==> src/rtl/dprx_pkg.sv <==
package dprx_pkg;

    localparam int          OPC_W         = 8;
    localparam logic [7:0]  OPC_DUAL_PROG = 8'hA2;

    typedef enum logic [1:0] {
        PH_IDLE,
        PH_OPC,
        PH_ADDR,
        PH_DATA
    } phase_e;

    typedef enum logic [1:0] {
        END_COMMIT,
        END_SHORT,
        END_MISALIGN,
        END_PROT
    } end_e;

    // Outcome of a matched command when chip select is released.
    function automatic end_e verdict(input logic hdr_done, input logic have_byte,
                                     input logic aligned, input logic prot);
        if (!hdr_done || !have_byte) return END_SHORT;
        if (!aligned)                return END_MISALIGN;
        if (prot)                    return END_PROT;
        return END_COMMIT;
    endfunction

endpackage

==> src/rtl/dprx_edges.sv <==
module dprx_edges (
    input  logic clk,
    input  logic rst,
    input  logic cs_n,
    input  logic sck,
    output logic cs_fall,
    output logic cs_rise,
    output logic sck_rise
);
    logic cs_q;
    logic sck_q;

    always_ff @(posedge clk) begin
        if (rst) begin
            cs_q  <= 1'b1;
            sck_q <= 1'b0;
        end else begin
            cs_q  <= cs_n;
            sck_q <= sck;
        end
    end

    assign cs_fall  = cs_q & ~cs_n;
    assign cs_rise  = ~cs_q & cs_n;
    // Serial clock edges only count while the device is selected.
    assign sck_rise = sck & ~sck_q & ~cs_n;

endmodule

==> src/rtl/dprx_shift.sv <==
module dprx_shift
    import dprx_pkg::*;
#(
    parameter int ADDR_W = 24,
    parameter int PAGE_W = 8
) (
    input  logic              clk,
    input  logic              rst,
    input  logic              cs_fall,
    input  logic              cs_rise,
    input  logic              sck_rise,
    input  logic              io0,
    input  logic              io1,
    output phase_e            phase,
    output logic [ADDR_W-1:0] addr,
    output logic [PAGE_W:0]   nbytes,
    output logic              aligned,
    output logic              byte_valid,
    output logic [7:0]        byte_data,
    output logic [ADDR_W-1:0] byte_addr
);
    localparam int             HDR_BITS  = OPC_W + ADDR_W;
    localparam int             CNT_W     = $clog2(HDR_BITS + 1);
    localparam logic [PAGE_W:0] MAX_BYTES = (PAGE_W + 1)'(1) << PAGE_W;

    logic [CNT_W-1:0]  hcnt;
    logic [6:0]        opc_sh;
    logic [1:0]        pair;
    logic [5:0]        dsh;
    logic [PAGE_W-1:0] widx;
    logic [7:0]        opc_next;

    assign opc_next = {opc_sh, io0};
    assign aligned  = (pair == 2'd0);

    always_ff @(posedge clk) begin
        byte_valid <= 1'b0;
        if (rst) begin
            phase     <= PH_IDLE;
            hcnt      <= '0;
            opc_sh    <= '0;
            addr      <= '0;
            pair      <= '0;
            dsh       <= '0;
            widx      <= '0;
            nbytes    <= '0;
            byte_data <= '0;
            byte_addr <= '0;
        end else if (cs_fall) begin
            phase  <= PH_OPC;
            hcnt   <= '0;
            pair   <= '0;
            widx   <= '0;
            nbytes <= '0;
        end else if (cs_rise) begin
            phase <= PH_IDLE;
        end else if (sck_rise) begin
            unique case (phase)
                PH_OPC: begin
                    opc_sh <= opc_next[6:0];
                    hcnt   <= hcnt + CNT_W'(1);
                    if (hcnt == CNT_W'(OPC_W - 1))
                        phase <= (opc_next == OPC_DUAL_PROG) ? PH_ADDR : PH_IDLE;
                end
                PH_ADDR: begin
                    addr <= {addr[ADDR_W-2:0], io0};
                    hcnt <= hcnt + CNT_W'(1);
                    if (hcnt == CNT_W'(HDR_BITS - 1))
                        phase <= PH_DATA;
                end
                PH_DATA: begin
                    dsh  <= {dsh[3:0], io1, io0};
                    pair <= pair + 2'd1;
                    if (pair == 2'd3) begin
                        byte_valid <= 1'b1;
                        byte_data  <= {dsh, io1, io0};
                        byte_addr  <= {addr[ADDR_W-1:PAGE_W], addr[PAGE_W-1:0] + widx};
                        widx       <= widx + PAGE_W'(1);
                        if (nbytes != MAX_BYTES)
                            nbytes <= nbytes + (PAGE_W + 1)'(1);
                    end
                end
                default: ;
            endcase
        end
    end

    // bytes need four serial edges, so strobes never come back to back
    a_r3_byte_spacing: assert property (@(posedge clk) disable iff (rst)
        byte_valid |=> !byte_valid);

    // the byte count never passes one page
    a_r6_count_bound: assert property (@(posedge clk) disable iff (rst)
        nbytes <= MAX_BYTES);

    // data phase is only entered from the address phase
    a_r2_data_after_addr: assert property (@(posedge clk) disable iff (rst)
        (phase == PH_DATA && $past(phase) != PH_DATA) |-> $past(phase) == PH_ADDR);

endmodule

==> src/rtl/dprx_judge.sv <==
module dprx_judge
    import dprx_pkg::*;
#(
    parameter  int ADDR_W  = 24,
    parameter  int PAGE_W  = 8,
    parameter  int SECT_LO = 16,
    localparam int NSECT   = 1 << (ADDR_W - SECT_LO)
) (
    input  logic              clk,
    input  logic              rst,
    input  logic              cs_fall,
    input  logic              cs_rise,
    input  logic              wel_set,
    input  phase_e            phase,
    input  logic [ADDR_W-1:0] addr,
    input  logic [PAGE_W:0]   nbytes,
    input  logic              aligned,
    input  logic [NSECT-1:0]  prot_map,
    output logic              wel,
    output logic              take,
    output logic              commit,
    output logic              cmd_abort,
    output logic [ADDR_W-1:0] commit_addr,
    output logic [PAGE_W:0]   commit_count
);
    localparam logic [PAGE_W:0] MAX_BYTES = (PAGE_W + 1)'(1) << PAGE_W;

    logic wel_start;
    logic prot;
    logic matched;
    end_e outcome;

    assign prot    = prot_map[addr[ADDR_W-1:SECT_LO]];
    assign matched = (phase == PH_ADDR) || (phase == PH_DATA);
    assign outcome = verdict(phase == PH_DATA, nbytes != '0, aligned, prot);
    assign take    = wel_start && (phase == PH_DATA) && !prot;

    always_ff @(posedge clk) begin
        commit    <= 1'b0;
        cmd_abort <= 1'b0;
        if (rst) begin
            wel          <= 1'b0;
            wel_start    <= 1'b0;
            commit_addr  <= '0;
            commit_count <= '0;
        end else begin
            if (cs_fall)
                wel_start <= wel;
            if (cs_rise && matched && wel_start) begin
                wel <= 1'b0;
                if (outcome == END_COMMIT) begin
                    commit       <= 1'b1;
                    commit_addr  <= addr;
                    commit_count <= nbytes;
                end else begin
                    cmd_abort <= 1'b1;
                end
            end else if (wel_set) begin
                wel <= 1'b1;
            end
        end
    end

    // one outcome per command
    a_r13_one_outcome: assert property (@(posedge clk) disable iff (rst)
        !(commit && cmd_abort));

    // every ending of an accepted command leaves the latch clear
    a_r5_latch_cleared: assert property (@(posedge clk) disable iff (rst)
        (commit || cmd_abort) |-> !wel);

    // a commit is only possible if the latch was set beforehand
    a_r10_commit_needs_latch: assert property (@(posedge clk) disable iff (rst)
        commit |-> $past(wel));

    // committed count lies in 1..page size
    a_r6_count_range: assert property (@(posedge clk) disable iff (rst)
        commit |-> (commit_count != '0 && commit_count <= MAX_BYTES));

endmodule

==> src/rtl/dual_prog_rx.sv <==
module dual_prog_rx
    import dprx_pkg::*;
#(
    parameter  int ADDR_W  = 24,
    parameter  int PAGE_W  = 8,
    parameter  int SECT_LO = 16,
    localparam int NSECT   = 1 << (ADDR_W - SECT_LO)
) (
    input  logic              clk,
    input  logic              rst,
    input  logic              cs_n,
    input  logic              sck,
    input  logic              io0,
    input  logic              io1,
    input  logic              wel_set,
    input  logic [NSECT-1:0]  prot_map,
    output logic              wel,
    output logic              byte_valid,
    output logic [7:0]        byte_data,
    output logic [ADDR_W-1:0] byte_addr,
    output logic              commit,
    output logic [ADDR_W-1:0] commit_addr,
    output logic [PAGE_W:0]   commit_count,
    output logic              cmd_abort
);
    logic              cs_fall;
    logic              cs_rise;
    logic              sck_rise;
    phase_e            phase;
    logic [ADDR_W-1:0] addr;
    logic [PAGE_W:0]   nbytes;
    logic              aligned;
    logic              raw_valid;
    logic              take;

    dprx_edges u_edges (
        .clk      (clk),
        .rst      (rst),
        .cs_n     (cs_n),
        .sck      (sck),
        .cs_fall  (cs_fall),
        .cs_rise  (cs_rise),
        .sck_rise (sck_rise)
    );

    dprx_shift #(.ADDR_W(ADDR_W), .PAGE_W(PAGE_W)) u_shift (
        .clk        (clk),
        .rst        (rst),
        .cs_fall    (cs_fall),
        .cs_rise    (cs_rise),
        .sck_rise   (sck_rise),
        .io0        (io0),
        .io1        (io1),
        .phase      (phase),
        .addr       (addr),
        .nbytes     (nbytes),
        .aligned    (aligned),
        .byte_valid (raw_valid),
        .byte_data  (byte_data),
        .byte_addr  (byte_addr)
    );

    dprx_judge #(.ADDR_W(ADDR_W), .PAGE_W(PAGE_W), .SECT_LO(SECT_LO)) u_judge (
        .clk          (clk),
        .rst          (rst),
        .cs_fall      (cs_fall),
        .cs_rise      (cs_rise),
        .wel_set      (wel_set),
        .phase        (phase),
        .addr         (addr),
        .nbytes       (nbytes),
        .aligned      (aligned),
        .prot_map     (prot_map),
        .wel          (wel),
        .take         (take),
        .commit       (commit),
        .cmd_abort    (cmd_abort),
        .commit_addr  (commit_addr),
        .commit_count (commit_count)
    );

    // Strobes only leave the block for an accepted, unprotected command.
    assign byte_valid = raw_valid & take;

    // nothing is emitted while the device is deselected and idle after reset
    a_r1_quiet_idle: assert property (@(posedge clk) disable iff (rst)
        (byte_valid) |-> !cs_n || $past(!cs_n));

endmodule

==> config.mk <==
export PLATFORM = sky130hd
export DESIGN_NAME = dual_prog_rx
export DESIGN_NICKNAME = d
export VERILOG_FILES = /design/src/rtl/dprx_pkg.sv /design/src/rtl/dprx_edges.sv /design/src/rtl/dprx_shift.sv /design/src/rtl/dprx_judge.sv /design/src/rtl/dual_prog_rx.sv
export SDC_FILE = /design/constraint.sdc
export NUM_CORES = 1
export LEC_CHECK = 0
export ABC_AREA = 1
export BUFFER_PORTS_ARGS = -buffer_cell sky130_fd_sc_hd__buf_2
export CAP_MARGIN = 15
export CORE_MARGIN = 2
export CORE_UTILIZATION = 35
export CTS_CLUSTER_SIZE = 24
export DETAILED_ROUTE_END_ITERATION = 8
export SYNTH_ARGS = -nofsm -noshare
export SYNTH_HDL_FRONTEND = slang
export SYNTH_HIERARCHICAL = 1
export SYNTH_SLANG_ARGS = --single-unit
export TNS_END_PERCENT = 100
==> constraint.sdc <==
create_clock -name clk -period 5.9 [get_ports clk]
set_input_delay 0.295 -clock clk [delete_from_list [all_inputs] [get_ports clk]]
set_output_delay 0.295 -clock clk [all_outputs]
set_load 0.05 [all_outputs]
==> insert_results.sql <==
INSERT INTO impl_metrics (metric_group, metric, value, unit) VALUES
('floorplanning', 'floorplan.io_pins', '332', ''),
('clock_tree', 'cts_root_buffer', 'sky130_fd_sc_hd__clkbuf_16', ''),
('final_layout', 'finish.net_count', '1950', ''),
('clock_tree', 'post_cts_buffers', '0', ''),
('worst_setup_path', 'reg2reg_slack', '2.27', 'ns'),
('grt', 'gr-total-overflow', '0', ''),
('placed_design', 'preCtsSetupSlack', '2.286', 'ns'),
('final_layout', 'area_delta_synth_final', '28.45', '%'),
('worst_setup_path', 'setup.worst_path.end_class', 'output port', ''),
('yosys', 'synth_area_per_cell', '6.008', 'sq um'),
('sta', 'timing.final.ws_setup', '1.766', 'ns'),
('yosys', 'syn-cell-area', '8351', 'sq um'),
('grt', 'grt_pass1_wl', '46.98', 'mm'),
('worst_setup_path', 'timing.rr.start', 'u_shift/addr[16]', ''),
('final_layout', 'fin_cells', '2007', ''),
('route', 'detail_route.vias_per_cell', '4.912', ''),
('floorplanning', 'floorplan.rows', '56', ''),
('clock_tree', 'htree_num_levels', '4', ''),
('pwr', 'power_leakage', '5.635', 'nW'),
('yosys', 'yosysSeqAreaShare', '32.60', '%'),
('sta', 'max_clock_freq', '241.9', 'MHz'),
('route', 'ant_nets', '0', ''),
('route', 'detail_route.first_pass.iterations', '5', ''),
('clock_tree', 'cts_max_path_buffers', '2', ''),
('sta', 'rsz0062_at_grt', 'no', ''),
('clock_tree', 'clock_pin_slew_of_the_registers_on_the_worst_case_setup_and_hold_paths', '0.06', 'ns'),
('sta', 'final_max_slew_viol_count', '0', ''),
('placed_design', 'placed_cells', '1970', ''),
('worst_setup_path', 'worstSetupStartpointType', 'flop', ''),
('sta', 'worst_slew_pin_slew', '1.166', 'ns'),
('yosys', 'cell_variety_after_synth', '35', ''),
('yosys', 'synthesis.instances', '1390', ''),
('route', 'drtIter0Drc', '862', ''),
('grt', 'maximum_number_of_pins_on_one_net_before_global_route_repair', '117', ''),
('clock_tree', 'clock-sinks', '136', ''),
('floorplanning', 'core_area', '23470', 'sq um'),
('worst_setup_path', 'worstPathArrival', '3.84', 'ns'),
('hold_path', 'min-delay-path-class', 'in -> reg', ''),
('sta', 'final.setup_skew', '0.01089', 'ns'),
('sta', 'finalCritPeriodShare', '70.06', '%'),
('floorplanning', 'floorplan.initialDensity', '35.58', '%'),
('clock_tree', 'clk-insertion-delay-late', '0.42', 'ns'),
('hold_path', 'hold_end', 'u_edges/cs_q', ''),
('clock_tree', 'holdBufCountCts', '0', ''),
('worst_setup_path', 'timing_worst_setup_path_type', 'reg -> out', ''),
('worst_setup_path', 'rr_worst_depth', '16', ''),
('pwr', 'vdd_drop_max', '0.0001478', 'V'),
('route', 'routed_via_count', '9859', ''),
('pwr', 'power_density', '209.2', 'nW/um^2'),
('sta', 'hold_slack', '0.09216', 'ns'),
('hold_path', 'hold_path.startpoint', 'cs_n', ''),
('yosys', 'ys_ff_latch', '136', ''),
('floorplanning', 'die_height', '158.5', 'um'),
('route', 'detail_route.wirelength', '31.83', 'mm'),
('sta', 'final_setup_fails', '0', ''),
('clock_tree', 'tritoncts.num_buffers', '17', ''),
('yosys', 'most_instantiated_flip_flop_cell_in_the_synthesis_netlist', 'sky130_fd_sc_hd__dfxtp_1', ''),
('grt', 'first_global_vias', '8802', ''),
('grt', 'number_of_antenna_violations_at_the_first_check_in_global_routing', '5', ''),
('floorplanning', 'die_w', '158.5', 'um'),
('grt', 'global_route_usage_over_all_layers', '24.20', '%'),
('yosys', 'synthesis.yosys.warnings', '6', ''),
('sta', 'timing.max_slew.rel_slack', '22.28', '%'),
('sta', 'setup-tns-final', '0', 'ns'),
('job', 'max-cap-violations', '0', ''),
('clock_tree', 'post_cts.resized_instances', '0', ''),
('run_status', 'status', 'complete, no violations', ''),
('yosys', 'count_of_flip_flops_with_a_built_in_enable_after_synthesis', '0', ''),
('worst_setup_path', 'reg2reg_to', 'u_judge/commit_addr[6]', ''),
('sta', 'fin_crit', '4.134', 'ns'),
('worst_setup_path', 'worstPathMaxFanout', '116', ''),
('final_layout', 'drive_gt1_share', '22.94', '%'),
('placed_design', 'detailed_place_hpwl', '23.58', 'mm'),
('route', 'post-route-drc-count', '0', ''),
('hold_path', 'min_delay_path_depth', '2', ''),
('yosys', 'async_reset_ff_share', '0', '%'),
('placed_design', 'port_bufs', '331', ''),
('worst_setup_path', 'critical_path_required', '5.61', 'ns'),
('clock_tree', 'cts_tree', 'yes', ''),
('floorplanning', 'die-area', '25110', 'sq um'),
('yosys', 'synth_fp_nets', '1670', ''),
('sta', 'finalHoldViolations', '0', ''),
('placed_design', 'finalWeightedCongestion', '0.9455', ''),
('route', 'wirelength_per_cell', '15.86', 'um');
[worst max-delay path, stage by stage (launching register included)]
cell and delay (ns):
sky130_fd_sc_hd__dfxtp_4 0.70, sky130_fd_sc_hd__clkinv_2 0.29, sky130_fd_sc_hd__buf_4 0.49, sky130_fd_sc_hd__nand2_1 0.18, sky130_fd_sc_hd__nand3_1 0.20, sky130_fd_sc_hd__nand3_1 0.21
sky130_fd_sc_hd__nand3_1 0.09, sky130_fd_sc_hd__nand3_1 0.12, sky130_fd_sc_hd__nand2_1 0.06, sky130_fd_sc_hd__nand2_1 0.05, sky130_fd_sc_hd__nand3_1 0.06, sky130_fd_sc_hd__nand3_1 0.14
sky130_fd_sc_hd__nand2_1 0.12, sky130_fd_sc_hd__nor3_1 0.15, sky130_fd_sc_hd__nand2_1 0.07, sky130_fd_sc_hd__inv_1 0.08, sky130_fd_sc_hd__buf_2 0.26
[placed cells by master (no fill, tap or decap), types with 2 or more instances in the layout]
cell,count
sky130_fd_sc_hd__a21oi_1,66
sky130_fd_sc_hd__nor3_1,12
sky130_fd_sc_hd__inv_1,113
sky130_fd_sc_hd__nand2_1,447
sky130_fd_sc_hd__nand4_1,3
sky130_fd_sc_hd__diode_2,5
sky130_fd_sc_hd__or2_2,2
sky130_fd_sc_hd__buf_4,12
sky130_fd_sc_hd__buf_2,331
sky130_fd_sc_hd__o21a_1,4
sky130_fd_sc_hd__ha_1,16
sky130_fd_sc_hd__o21ai_0,54
sky130_fd_sc_hd__xor2_1,8
sky130_fd_sc_hd__inv_2,3
sky130_fd_sc_hd__nor3b_1,2
sky130_fd_sc_hd__clkinvlp_4,3
sky130_fd_sc_hd__o21ai_1,9
sky130_fd_sc_hd__bufinv_16,4
sky130_fd_sc_hd__a211oi_1,3
sky130_fd_sc_hd__clkinv_2,3
sky130_fd_sc_hd__nand2_4,2
sky130_fd_sc_hd__nand3_1,263
sky130_fd_sc_hd__clkbuf_1,2
sky130_fd_sc_hd__nor2_1,150
sky130_fd_sc_hd__nor4_1,3
sky130_fd_sc_hd__dfxtp_1,134
sky130_fd_sc_hd__clkbuf_16,17
sky130_fd_sc_hd__clkbuf_8,2
[sequential cells by signal, summed over array words and instances, names as in the netlist]
register / flops
u_judge/commit_addr: 24
u_shift/addr: 24
u_shift/byte_addr: 24
u_judge/commit_count: 9
u_shift/nbytes: 9
u_shift/byte_data: 8
u_shift/widx: 8
u_shift/opc_sh: 7
u_shift/dsh: 6
u_shift/hcnt: 6
u_shift/pair: 2
u_shift/phase: 2
u_edges/cs_q: 1
u_edges/sck_q: 1
u_judge/cmd_abort: 1
u_judge/commit: 1
u_judge/wel: 1
u_judge/wel_start: 1
u_shift/byte_valid: 1
[metal layers]
| layer | part of all wire (%) | track usage (%) | routed length (um) | vias to the layer above |
|---|---|---|---|---|
| met5 | 0 | 0 | 0 | - |
| met4 | 2.6 | 8.408 | 833 | 0 |
| met3 | 8.1 | 6.859 | 2566 | 51 |
| met2 | 47 | 41.18 | 15070 | 327 |
| met1 | 42 | 29.27 | 13350 | 4454 |
| li1 | - | - | - | 5027 |
[power by group]
part           total, mW  internal (mW)  switching [mW]
Clock               1.13          0.730           0.402
Sequential         0.923          0.921         0.00195
Combinational      0.189         0.0919          0.0972
[worst max path at each step]
stage,startpoint,to,slack (ns),depth (start not counted)
5_1_grt,u_shift/addr[16],byte_valid,1.50,16
3_3_place_gp,u_shift/addr[16],byte_valid,2.27,16
2_1_floorplan,u_shift/addr[16],byte_valid,3.75,16
6_report,u_shift/addr[16],byte_valid,1.77,16
3_5_place_dp,u_shift/addr[16],byte_valid,2.29,16
4_1_cts,u_shift/addr[16],byte_valid,1.81,16
[cells by family (layout without fill, tap and decap cells)]
group           count (synthesis)  count (layout)  synth area share [%]
fa+ha+maj                      17              17                 2.637
buf+inv                       201             494                 10.40
simple gates                  888             888                 44.79
other cells                     0               5                     0
flops                         136             136                 32.60
compound gates                139             139                 8.631
xor+xnor                        9               9                0.9440
[layout make-up]
type | instances | area (sq um)
sequential | 136 | 2728
tap | 319 | 399.1
inverter | 119 | 450.4
antenna | 5 | 12.51
fill | 2536 | 12750
timing repair buffer | 343 | 1747
clock buffer | 21 | 460.4
clock inverter | 11 | 170.2
multi-input combinational | 1053 | 4760
[through the flow]
stage | util, % | cell area [sq um] | total power [mW]
2_1_floorplan | - | 8351 | 1.015
3_3_place_gp | 42.96 | 10080 | 1.131
3_5_place_dp | 42.96 | 10080 | 1.130
4_1_cts | 45.65 | 10710 | 2.269
5_1_grt | 45.70 | 10730 | 2.326
6_report | 45.70 | 10730 | 2.244
[synth_stat cells, types with 2 or more instances]
cell type	number	area (sq um)
sky130_fd_sc_hd__dfxtp_1	136	2723
sky130_fd_sc_hd__nor3b_1	2	15.01
sky130_fd_sc_hd__a21oi_1	66	330.3
sky130_fd_sc_hd__buf_4	3	22.52
sky130_fd_sc_hd__nand2_1	447	1678
sky130_fd_sc_hd__nor4_1	3	18.77
sky130_fd_sc_hd__nand3_1	263	1316
sky130_fd_sc_hd__o21ai_0	54	270.3
sky130_fd_sc_hd__nor3_1	12	60.06
sky130_fd_sc_hd__buf_1	7	26.28
sky130_fd_sc_hd__nand4_1	3	18.77
sky130_fd_sc_hd__inv_2	4	15.01
sky130_fd_sc_hd__nor2_1	150	563.0
sky130_fd_sc_hd__ha_1	16	200.2
sky130_fd_sc_hd__clkbuf_1	27	101.4
sky130_fd_sc_hd__buf_6	7	78.83
sky130_fd_sc_hd__o21ai_1	9	45.04
sky130_fd_sc_hd__o21a_1	4	30.03
sky130_fd_sc_hd__xor2_1	8	70.07
sky130_fd_sc_hd__a211oi_1	3	22.52
sky130_fd_sc_hd__inv_1	113	424.2
sky130_fd_sc_hd__or2_2	2	12.51
sky130_fd_sc_hd__nand2_4	2	22.52
sky130_fd_sc_hd__buf_2	38	190.2
Power figures use the tool's default switching activity.
